<file path="config.mk">
export PLATFORM = sky130hd
export DESIGN_NAME = fbdiv_offset
export DESIGN_NICKNAME = d
export VERILOG_FILES = /design/src/rtl/fbdiv_pkg.sv /design/src/rtl/fbdiv_reload_calc.sv /design/src/rtl/fbdiv_count.sv /design/src/rtl/fbdiv_offset.sv
export SDC_FILE = /design/constraint.sdc
export NUM_CORES = 1
export LEC_CHECK = 0
export ABC_AREA = 1
export BUFFER_PORTS_ARGS = -buffer_cell sky130_fd_sc_hd__clkbuf_2
export CAP_MARGIN = 30
export CELL_PAD_IN_SITES_DETAIL_PLACEMENT = 0
export CELL_PAD_IN_SITES_GLOBAL_PLACEMENT = 2
export CORE_UTILIZATION = 32
export DETAILED_ROUTE_END_ITERATION = 10
export GPL_TIMING_DRIVEN = 0
export PLACE_DENSITY = 0.8
export REMOVE_ABC_BUFFERS = 1
export SLEW_MARGIN = 20
export SYNTH_ARGS = -nofsm -noshare
export SYNTH_HDL_FRONTEND = slang
export SYNTH_SLANG_ARGS = --single-unit
</file>
<file path="constraint.sdc">
create_clock -name clk -period 3.6 [get_ports clk]
set_input_delay 0.72 -clock clk [delete_from_list [all_inputs] [get_ports clk]]
set_output_delay 0.72 -clock clk [all_outputs]
set_load 0.02 [all_outputs]
</file>
<file path="src/rtl/fbdiv_pkg.sv">
package fbdiv_pkg;

   // Bits needed to hold the largest word plus the fixed offset
   function automatic int sum_width(input int nw, input int ofs);
      longint top_val;
      top_val = (longint'(1) << nw) - 1 + longint'(ofs);
      return $clog2(top_val + 1);
   endfunction

endpackage

</file>
<file path="src/rtl/fbdiv_reload_calc.sv">
module fbdiv_reload_calc #(
   parameter int N_W     = 14,
   parameter int OFS_VAL = 856,
   parameter int MIN_DIV = 2,
   parameter int SUM_W   = 15
) (
   input  logic             clk,
   input  logic             rst_n,
   input  logic [N_W-1:0]   div_val,
   input  logic             bypass_ofs,
   output logic [SUM_W-1:0] load_val
);

   localparam logic [SUM_W-1:0] OFS_W = SUM_W'(OFS_VAL);
   localparam logic [SUM_W-1:0] MIN_W = SUM_W'(MIN_DIV);

   logic [SUM_W-1:0] raw_sum;

   generate
      if (OFS_VAL == 0) begin : g_no_adder
         logic unused_bypass;
         assign unused_bypass = bypass_ofs;
         assign raw_sum = SUM_W'(div_val);
      end else begin : g_adder
         always_comb begin
            raw_sum = SUM_W'(div_val);
            if (!bypass_ofs) begin
               raw_sum = raw_sum + OFS_W;
            end
         end
      end
   endgenerate

   // Raise tiny ratios to the floor
   always_comb begin
      if (raw_sum < MIN_W) begin
         load_val = MIN_W;
      end else begin
         load_val = raw_sum;
      end
   end

   // ratio never falls below the raw word (a wrapped sum would)
   p_no_overflow_r3: assert property (@(posedge clk) disable iff (!rst_n)
      load_val >= SUM_W'(div_val));

endmodule

</file>
<file path="src/rtl/fbdiv_count.sv">
module fbdiv_count #(
   parameter int SUM_W   = 15,
   parameter int MIN_DIV = 2
) (
   input  logic             clk,
   input  logic             rst_n,
   input  logic [SUM_W-1:0] load_val,
   output logic             pulse
);

   logic [SUM_W-1:0] cnt;
   logic             armed;
   logic             reload;

   assign reload = !armed || (cnt == '0);
   assign pulse  = armed && (cnt == '0);

   always_ff @(posedge clk or negedge rst_n) begin
      if (!rst_n) begin
         cnt   <= '0;
         armed <= 1'b0;
      end else begin
         armed <= 1'b1;
         if (reload) begin
            cnt <= load_val - SUM_W'(1);
         end else begin
            cnt <= cnt - SUM_W'(1);
         end
      end
   end

   // strobe lasts a single cycle
   p_one_wide_r5: assert property (@(posedge clk) disable iff (!rst_n)
      pulse |=> !pulse);

   // mid-count the counter only steps down, inputs ignored
   p_step_down_r6: assert property (@(posedge clk) disable iff (!rst_n)
      (armed && cnt != '0) |=> (cnt == $past(cnt) - SUM_W'(1)));

   // any ratio taken at a reload respects the floor
   p_floor_r4: assert property (@(posedge clk) disable iff (!rst_n)
      reload |-> (load_val >= SUM_W'(MIN_DIV)));

   // first edge after reset loads the ratio
   p_first_load_r7: assert property (@(posedge clk) disable iff (!rst_n)
      $rose(armed) |-> (cnt == $past(load_val) - SUM_W'(1)));

endmodule

</file>
<file path="src/rtl/fbdiv_offset.sv">
module fbdiv_offset #(
   parameter int N_W     = 14,
   parameter int OFS_VAL = 856,
   parameter int MIN_DIV = 2
) (
   input  logic           clk,
   input  logic           rst_n,
   input  logic [N_W-1:0] div_val,
   input  logic           bypass_ofs,
   output logic           div_pulse
);

   localparam int SUM_W = fbdiv_pkg::sum_width(N_W, OFS_VAL);

   generate
      if (N_W < 2) begin : g_bad_width
         $error("fbdiv_offset: N_W must be at least 2");
      end
      if (OFS_VAL < 0) begin : g_bad_offset
         $error("fbdiv_offset: OFS_VAL must not be negative");
      end
      if (MIN_DIV < 2) begin : g_bad_floor
         $error("fbdiv_offset: MIN_DIV must be at least 2");
      end
      if (longint'(MIN_DIV) >= (longint'(1) << SUM_W)) begin : g_floor_wide
         $error("fbdiv_offset: MIN_DIV does not fit the counter");
      end
   endgenerate

   logic [SUM_W-1:0] load_val;

   fbdiv_reload_calc #(
      .N_W     (N_W),
      .OFS_VAL (OFS_VAL),
      .MIN_DIV (MIN_DIV),
      .SUM_W   (SUM_W)
   ) i_calc (
      .clk        (clk),
      .rst_n      (rst_n),
      .div_val    (div_val),
      .bypass_ofs (bypass_ofs),
      .load_val   (load_val)
   );

   fbdiv_count #(
      .SUM_W   (SUM_W),
      .MIN_DIV (MIN_DIV)
   ) i_count (
      .clk      (clk),
      .rst_n    (rst_n),
      .load_val (load_val),
      .pulse    (div_pulse)
   );

endmodule

</file>
==> metrics.md, run 1 <==
| Metric | Value |
|---|---|
| Outcome | `finished, final reports clean` |
| # DRC | `0` |
| Clk slew on worst S/H paths | `0.06 ns` |
| Routed len/inst | `10.83 um` |
| Pwr Total | `0.5475 mW` |
| GPL Wtd Cong | `0.7653` |
| Clk sinks | `16` |
| Placed Instances | `308` |
| Least-Margin Pin Slew | `0.5029 ns` |
| Die Y-Extent | `69.29 um` |
| Worst-path fanout max | `6` |
| Post-cts resize count | `0` |
| Peak VDD IR | `0.1383 mV` |
| Commonest non-fill, non-tap cell in the layout | `nand2_1` |
| Setup repair bufs after CTS | `0` |
| Fill cells | `512` |
| Finished Layout Cells | `312` |
| Post-Place Cell Area | `0.001573 mm^2` |
| Antenna Cells | `0` |
| CTS Buf Count | `3` |
| CP Class | `in -> reg` |
| Max-cap viol count | `0` |
| Initial Utilization | `0.3328` |
| Area growth syn-to-layout | `12.35%` |
| Area occupied by multi-input gates | `877.1 um^2` |
| Crit end category | `flop` |
| NumNets Final | `280` |
| Die W | `69.29 um` |
| Arr. time, crit path | `3.17 ns` |
| H-Tree Depth | `1` |
| Worst path max stage delay | `0.23 ns` |
| GR Util All Layers | `0.1501` |
| Mapped Area | `0.001449 mm^2` |
| Setup Viol. Count Final | `0` |
| IO Port Bufs | `17` |
| PD cells | `336.3 mW/mm^2` |
| Syn Inst Count | `242` |
| Vias in the first global route | `1317` |
| CTS tree | `built` |
| Critical path's most frequent cell | `nand2_1` |
| Number of vias in the routed layout | `1419` |
| Clk Latency, worst-skew pair | `0.25 ns` |
| Post-CTS Hold Buffers | `0` |
| Final setup skew | `0.003424 ns` |
| CTS max path bufs | `2` |
| Hpwl dp | `2880 um` |
| Slew headroom | `0.6612` |
| Initial antenna violation count | `0` |
| Crit-path cells | `clkbuf_2 -> inv_1 -> ha_1 -> nor2_2 -> nand3_2 -> nand2_2 -> nand3_1 -> nand2_1 -> nand2_1 -> nor2_2 -> nand2_2 -> a21oi_4 -> ha_1 -> inv_1 -> nor2_1 -> nand2_1 -> nor2_1 -> nand4_1 -> xor2_1` |
| Mapped Avg Cell Area | `5.987 um^2` |
| Hold Fails Final Rpt | `0` |
| Final instance area | `0.001628 mm^2` |
| Root Driver | `clkbuf_8` |
| 1st-pass router iterations | `4` |
| Pins Over Slew Limit | `0` |
| Fraction of layout cells with a size suffix above 1 | `0.1500` |
| IO Count | `18` |
| FMAX | `329.5 MHz` |
| Vias per inst | `4.548` |
| Final setup TNS | `0 ns` |
| Core Rows | `24` |
| Unrepaired setup endpoints after global routing | `false` |
| Post-synthesis sequential element count | `16` |
| Initial DRC count | `44` |
| Hold Crit Class | `in -> async` |
| Distinct cells, synth | `27` |
| Min cycle time layout | `3.035 ns` |
| Antenna Nets Post-Route | `0` |
| Sequential-to-total area share from yosys stat | `0.2763` |
| Crit share post-route | `0.8430` |
| Die Area | `0.004801 mm^2` |
| Core area | `0.004354 mm^2` |
| Wirelength, routed | `3378 um` |
| Pleak | `0.8856 nW` |
| Largest net degree at the start of global routing | `17` |
| Most frequent cells in the layout | `nand2_1 (80), inv_1 (34), nor2_1 (30)` |
| Warnings from Yosys | `0` |
| GR Overflow Total | `0` |
| FF/Latch Area | `400.4 um^2` |
| Worst setup SP type | `primary input` |
| Util after Layout | `0.3739` |
| Critical Path RT | `3.73 ns` |
| First-pass GRT wire length | `5796 um` |
| Critical Path Slowest Stage Cell | `ha_1` |
## state kept, by name, indices dropped and copies added, names as in the netlist
| register | flops |
|---|---|
| i_count.armed | 1 |
| i_count.cnt | 15 |
## final cells by class
cell class | count | share of cell area
Inverter | 38 | 0.08916
Multi-Input combinational cell | 185 | 0.5388
Clock buffer | 4 | 0.03382
Tap cell | 52 | 0.03997
Sequential cell | 16 | 0.2460
Timing Repair Buffer | 17 | 0.05227
## per-stage QoR
stage,hold WS [ns],setup slack (ns)
final,0.3820,0.5654
after global routing,0.4058,0.3194
after CTS,0.3916,0.5208
after detailed placement,0.5597,0.2759
after global placement,0.5627,0.2457
after floorplan,0.4244,0.8529
## report_power, final
part	total [mW]	internal (mW)	switching, mW
Clock	0.157	0.0970	0.0597
Sequential	0.216	0.206	0.0106
Combinational	0.174	0.0569	0.118
## logic make-up after synthesis
family | synth area share
xor+xnor | 0.03023
other cells | 0.002588
flops | 0.2763
compound gates | 0.08032
simple gates | 0.4681
buf+inv | 0.1183
mux | 0.006909
fa+ha+maj | 0.01727
## metal layers
layer,global-route usage,share of wire
met5,0,0
met4,0.05442,0.012
met3,0.01017,0.019
met2,0.2665,0.47
met1,0.1903,0.50
## synthesized netlist by cell type
library cell	number	area (um^2)
inv_4	1	6.260
buf_6	1	11.26
nand3b_1	1	7.510
nor3_1	1	5.000
nand3_1	24	120.1
nand2_2	4	25.02
mux2i_1	1	10.01
a21oi_1	4	20.02
a21oi_4	1	16.27
nor2_4	2	22.52
dfrtp_1	16	400.4
nor2_2	6	37.54
inv_2	2	7.510
o21ai_0	12	60.06
nor2_1	30	112.6
ha_1	2	25.02
or2_2	1	6.260
nand4_1	5	31.28
xnor2_1	2	17.52
buf_4	2	15.01
nand3_2	1	10.01
clkinv_1	1	3.750
nand2_1	80	300.3
o21ai_1	4	20.02
xor2_1	3	26.28
inv_1	34	127.6
conb_1	1	3.750
## final timing paths
kind | startpoint | end | slack, ns | cells after the start
setup / recovery | div_val[3] | i_count.cnt[14] | 0.57 | 19
hold / removal | rst_n | i_count.cnt[2] | 0.38 | 1
setup reg to reg | i_count.cnt[2] | i_count.cnt[14] | 1.01 | 16
hold reg to reg | i_count.cnt[5] | i_count.cnt[5] | 0.57 | 3
max in group asynchronous | rst_n | i_count.cnt[6] | 2.94 | 1
min in group clk | i_count.cnt[5] | i_count.cnt[5] | 0.57 | 3
## worst max-delay path: cells and delay by family
family | cells | cell delay, ns
AOI/OAI and AO/OA | 1 | 0.23
xor gates and xnor gates | 1 | 0.16
adders and majority gates | 2 | 0.42
buffers and inverters | 3 | 0.22
and+or+nand+nor | 12 | 1.40
Note: power is estimated with default switching activity, not from simulation.
==> run 2, diff against run 1 <==
Settings changed: CORE_UTILIZATION 32 to 27, PLACE_DENSITY 0.8 to 0.72.
Clock period 3.6 ns to 2.7 ns, I/O delays scaled along.
==> metrics.md, run 2 (synthesis results as in run 1) <==
| Metric | Value |
|---|---|
| Clk Latency, worst-skew pair | `0.25 ns` |
| Wirelength, routed | `3694 um` |
| Clk slew on worst S/H paths | `0.07 ns` |
| Core area | `0.005140 mm^2` |
| Vias in the first global route | `1345` |
| Pleak | `0.9094 nW` |
| Worst-path fanout max | `5` |
| Pre-CTS WS | `-0.4972 ns` |
| CTS Buf Count | `3` |
| Biggest regs | `i_count.cnt: 15 flops, i_count.armed: 1 flops` |
| CP Class | `in -> reg` |
| Crit share post-route | `0.9349` |
| Number of vias in the routed layout | `1428` |
| Antenna Cells | `0` |
| # DRC | `0` |
| Arr. time, crit path | `2.66 ns` |
| Core Rows | `26` |
| Crit end category | `flop` |
| Least-Margin Pin Slew | `0.6486 ns` |
| Max-cap viol count | `0` |
| Hold Crit Class | `in -> async` |
| IO Count | `18` |
| First-pass GRT wire length | `6044 um` |
| Finished Layout Cells | `332` |
| Largest register FFs | `15` |
| Min cycle time layout | `2.524 ns` |
| Initial antenna violation count | `0` |
| Die Area | `0.005663 mm^2` |
| Die Y-Extent | `75.26 um` |
| Final setup skew | `0.004043 ns` |
| Slew headroom | `0.5630` |
| Largest net degree at the start of global routing | `17` |
| 1st-pass router iterations | `4` |
| Most frequent cells in the layout | `nand2_1 (73), inv_1 (32), nor2_1 (28)` |
| Antenna Nets Post-Route | `0` |
| FMAX | `396.2 MHz` |
| Util after Layout | `0.3432` |
| PD cells | `434.4 mW/mm^2` |
| Routed len/inst | `11.13 um` |
| Initial DRC count | `28` |
| H-Tree Depth | `1` |
| Fin Hold WS | `0.2068 ns` |
| Post-CTS Hold Buffers | `0` |
| GR Util All Layers | `0.1444` |
| GR Overflow Total | `0` |
| Worst setup SP type | `primary input` |
| Hold Fails Final Rpt | `0` |
| GPL Wtd Cong | `0.7006` |
| Final WS setup | `0.1757 ns` |
| Initial Utilization | `0.2819` |
| Placed Instances | `326` |
| Largest register by flop count | `i_count.cnt` |
| Root Driver | `clkbuf_8` |
| Hpwl dp | `3062 um` |
| NumNets Final | `282` |
| Unrepaired setup endpoints after global routing | `false` |
| IO Port Bufs | `17` |
| CTS max path bufs | `2` |
| Area growth syn-to-layout | `21.76%` |
| Fraction of layout cells with a size suffix above 1 | `0.2176` |
| Fill cells | `610` |
| Commonest non-fill, non-tap cell in the layout | `nand2_1` |
| Setup Viol. Count Final | `0` |
| Die W | `75.26 um` |
| Clk sinks | `16` |
| R2r setup slk | `0.32 ns` |
| Final setup TNS | `0 ns` |
| Peak VDD IR | `0.1556 mV` |
| Critical Path RT | `2.84 ns` |
| Vias per inst | `4.301` |
| Outcome | `finished, final reports clean` |
| CTS tree | `built` |
| Pins Over Slew Limit | `0` |
-- run 2: changes by cell type in the layout (fill, tap and decap cells not counted), sizes merged --
cell,delta
inv,-1
buf,+3
clkbuf,-1
clkinv,+1
-- run 2: timing repair --
| action | in CTS | in global routing |
|---|---|---|
| setup buffers | 2 | 0 |
| gates resized for setup | 6 | 24 |
| pin swaps | 5 | 10 |
| endpoints found under the setup margin | 5 | 5 |
-- run 2: routing by layer --
metal  track usage  vias up  wire [um]
li1              -      791          -
met4       0.05556        0         56
met3      0.008032        5         61
met5             0        -          0
met2        0.2492       13       1746
met1        0.1900      619       1830
-- run 2: final cells by class --
type | instances | area [um^2] | share of cell area
clock buffers | 4 | 55.05 | 0.03121
inverters | 38 | 147.6 | 0.08369
multi-input cells | 185 | 970.9 | 0.5504
flip-flops and latches | 16 | 400.4 | 0.2270
well taps | 70 | 87.58 | 0.04965
repair buffers | 19 | 102.6 | 0.05816
-- run 2: worst paths after layout --
check,from,to,cells past startpoint
max reg2reg,i_count.cnt[12],i_count.cnt[14],16
min reg2reg,i_count.cnt[5],i_count.cnt[5],3
min in group clk,i_count.cnt[5],i_count.cnt[5],3
max,div_val[3],i_count.cnt[14],19
min,rst_n,i_count.cnt[11],1
max in group asynchronous,rst_n,i_count.cnt[1],1
-- run 2: power by group --
group / internal, mW / switching (mW)
Combinational: 0.0869 / 0.173
Clock: 0.130 / 0.0865
Sequential: 0.274 / 0.0165
Total: 0.491 / 0.276
-- run 2: critical path, stage by stage --
cell and delay [ns]:
buf_2 0.13, inv_2 0.06, ha_4 0.16, inv_1 0.08
nand2_1 0.07, nand2_2 0.08, nand3_2 0.08, a21oi_2 0.14
nand3_1 0.09, nor2_2 0.12, nand2_2 0.09, a21oi_4 0.16
ha_2 0.18, inv_1 0.06, nor2_4 0.11, nand2_4 0.10
nor2_4 0.13, nand4_1 0.12, xor2_1 0.16
-- run 2: through the flow --
step | total power [mW] | cell area [um^2]
detailed placement | 0.5325 | 1595
global route | 0.8307 | 1764
CTS | 0.7585 | 1678
floorplan | 0.4613 | 1423
global placement | 0.5337 | 1595
finish | 0.7665 | 1764
==> run 3, diff against run 2 <==
Settings changed: ABC_AREA 1 to 0, CORE_UTILIZATION 27 to 31.
==> metrics.md, run 3 <==
| Metric | Value |
|---|---|
| Outcome | `finished, violations left` |
| Violated checks | `setup timing` |
| Clk Latency, worst-skew pair | `0.25 ns` |
| Critical path's most frequent cell | `o211a_1` |
| Initial Utilization | `0.3314` |
| Pins Over Slew Limit | `0` |
| Xor/xnor share of the synthesized area | `0.1308` |
| Met2 Usage GRT | `0.3404` |
| Fill cells | `478` |
| Post-synthesis compound-gate area fraction | `0.2469` |
| Clk sinks | `16` |
| CTS tree | `built` |
| Syn Inst Count | `200` |
| Worst setup SP type | `primary input` |
| Routed len/inst | `16.43 um` |
| EDFF count, synth | `0` |
| Core Rows | `25` |
| Peak VDD IR | `0.1829 mV` |
| M3 GR Usage | `0.03794` |
| Vias per inst | `5.568` |
| Worst Setup SP | `div_val[3]` |
| Min cycle time layout | `3.229 ns` |
| Reg2Reg Depth | `11` |
| Area growth syn-to-layout | `42.45%` |
| Crit-path cells | `buf_12 -> inv_6 -> ha_4 -> or4b_4 -> a21oi_4 -> o211a_1 -> o21ba_4 -> nand3_4 -> nor2_4 -> nor2_2 -> a21oi_2 -> ha_2 -> o31ai_4 -> or2_4 -> o211a_1 -> xnor2_2 -> mux2i_1` |
| Comb pwr share | `0.373` |
| Fraction of layout cells with a size suffix above 1 | `0.3983` |
| Final WS setup | `-0.5291 ns` |
| Reg-to-Reg Start | `i_count.cnt[14]` |
| Wirelength, routed | `5061 um` |
| Worst path max stage delay | `0.55 ns` |
| Crit path depth | `17` |
| H-Tree Depth | `1` |
| Reg power frac | `0.372` |
| CP Buf/Inv Count | `2` |
| Count leader, synth | `nor2_1` |
| Unrepaired setup endpoints after global routing | `true` |
| Clk pwr share | `0.255` |
| Largest family of logic cells by synthesized area | `simple AND/OR/NAND/NOR gates` |
| Initial antenna violation count | `0` |
| Simple-gate share of the synthesized area | `0.2625` |
| 1st-pass router iterations | `6` |
| Top cells by count, synth | `nor2_1 (26), dfrtp_1 (16), xnor2_1 (16), a21oi_1 (12), nand2_1 (11)` |
| Post-synthesis sequential element count | `16` |
| CTS max path bufs | `2` |
| Initial DRC count | `84` |
| Vias in the first global route | `1748` |
| FMAX | `309.7 MHz` |
| Crit end category | `flop` |
| Arr. time, crit path | `3.41 ns` |
| Delay-heaviest family, CP | `simple AND/OR/NAND/NOR gates` |
| Core area | `0.004848 mm^2` |
| Clk slew on worst S/H paths | `0.07 ns` |
| Sw Pwr | `0.3028 mW` |
| R2r setup slk | `-0.52 ns` |
| Hpwl dp | `3410 um` |
| Critical Path Slowest Stage Cell | `or4b_4` |
| Final setup TNS | `-3.673 ns` |
| PD cells | `379.2 mW/mm^2` |
| Largest register by flop count | `i_count.cnt` |
| Area share of the leading cell type in the synthesized netlist | `0.2492` |
| Internal power | `0.5650 mW` |
| Switching Fraction | `0.3489` |
| Largest net degree at the start of global routing | `17` |
| IO Count | `18` |
| Mux cell area share after synthesis | `0.05685` |
| Antenna Cells | `0` |
| Hold Crit Class | `in -> async` |
| Number of vias in the routed layout | `1715` |
| Synth area leaders | `dfrtp_1 (25%), xnor2_1 (8.7%), nor2_1 (6.1%)` |
| Largest area contributor in the netlist | `dfrtp_1` |
| Most frequent cells in the layout | `buf_4 (29), nor2_1 (19), dfrtp_1 (16)` |
| Crit share post-route | `1.196` |
| Pleak | `0.8647 nW` |
| Commonest non-fill, non-tap cell in the layout | `buf_4` |
| CTS Buf Count | `3` |
| GPL Wtd Cong | `0.8183` |
| Mapped Avg Cell Area | `8.033 um^2` |
| Finished Layout Cells | `308` |
| Asr flop ratio synth | `1.000` |
| GR Util All Layers | `0.1953` |
| Die Y-Extent | `73.99 um` |
| CP Class | `in -> reg` |
| Placed Instances | `274` |
| Slew headroom | `0.6284` |
| Adder-cell share of the synthesized area | `0.01558` |
| Least-Margin Pin Slew | `0.5549 ns` |
| Die W | `73.99 um` |
| IO Port Bufs | `17` |
| Final setup skew | `0.002888 ns` |
| Distinct cells, synth | `54` |
| Critical Path RT | `2.88 ns` |
| Mapped Area | `0.001607 mm^2` |
| Antenna Nets Post-Route | `0` |
| R2r endpoint | `i_count.cnt[6]` |
| Max-cap viol count | `0` |
| Pre-CTS WS | `-1.519 ns` |
| Sequential-to-total area share from yosys stat | `0.2492` |
| Worst-path fanout max | `6` |
| Met1 usage | `0.2446` |
| NumNets Final | `261` |
| Hold Fails Final Rpt | `0` |
| Setup Viol. Count Final | `13` |
| Util after Layout | `0.4720` |
| Largest register FFs | `15` |
| Warnings from Yosys | `0` |
| Prevailing post-synth register cell | `dfrtp_1` |
| Busiest metal layer after global routing | `met2` |
| First-pass GRT wire length | `8121 um` |
| Die Area | `0.005475 mm^2` |
| Root Driver | `clkbuf_8` |
| GR Overflow Total | `0` |
| # DRC | `0` |
| Biggest regs | `i_count.cnt: 15 flops, i_count.armed: 1 flops` |
[run 3: cell types whose count changed in the layout (fill, tap and decap cells not counted), moves of 9 or more]
| cell | delta |
|---|---|
| buf_4 | +27 |
| inv_1 | -29 |
| nand2_1 | -63 |
| nand3_1 | -18 |
| nor2_1 | -9 |
| xnor2_1 | +13 |
[run 3: logic make-up after synthesis]
logic type,Yosys count
simple gates,79
compound gates,54
xor+xnor,24
flops,16
buf+inv,15
mux,9
fa+ha+maj,2
other cells,1
[run 3: what timing repair did]
action                                  4_1_cts  5_1_grt
endpoints found under the setup margin       15       13
hold buffers                                  0        0
resized for setup                            37       26
pin swaps                                    12       20
gates cloned                                  0        0
endpoints found under the hold margin         0        0
buffers inserted                             18       12
[run 3: power by group through the flow]
stage	registers, mW	logic [mW]	clock network [mW]
finish	0.323	0.323	0.221
detailed placement	0.324	0.238	0
global route	0.329	0.350	0.239
floorplan	0.309	0.171	0
global placement	0.322	0.236	0
CTS	0.321	0.286	0.226
[run 3: per-stage QoR]
stage	power (mW)	hold WS, ns	instance area [um^2]
final	0.8677	0.2163	2288
after global placement	0.5581	0.4772	1737
after CTS	0.8336	0.2276	2093
after detailed placement	0.5623	0.5003	1737
after global routing	0.9187	0.2373	2288
after floorplan	0.4795	0.2444	1568
[run 3: area by class of cell]
class | instances | area [um^2] | area share
Multi-Input combinational cell | 169 | 1370 | 0.5987
Sequential cell | 16 | 400.4 | 0.1750
Timing Repair Buffer | 47 | 352.8 | 0.1542
Tap cell | 67 | 83.83 | 0.03663
Clock buffer | 4 | 55.05 | 0.02406
Inverter | 5 | 26.28 | 0.01148
[run 3: worst max path at each step]
stage,to,slack (ns)
global placement,i_count.cnt[14],-1.47
global route,i_count.cnt[6],-0.63
detailed placement,i_count.cnt[14],-1.52
finish,i_count.cnt[6],-0.53
CTS,i_count.cnt[6],-0.55
floorplan,i_count.cnt[14],-0.81
[run 3: metal layers]
layer	up-vias	part of all wire	wire [um]
met5	-	0	0
met4	0	0.019	95
met3	10	0.039	195
met2	40	0.50	2526
met1	850	0.44	2244
li1	815	-	-
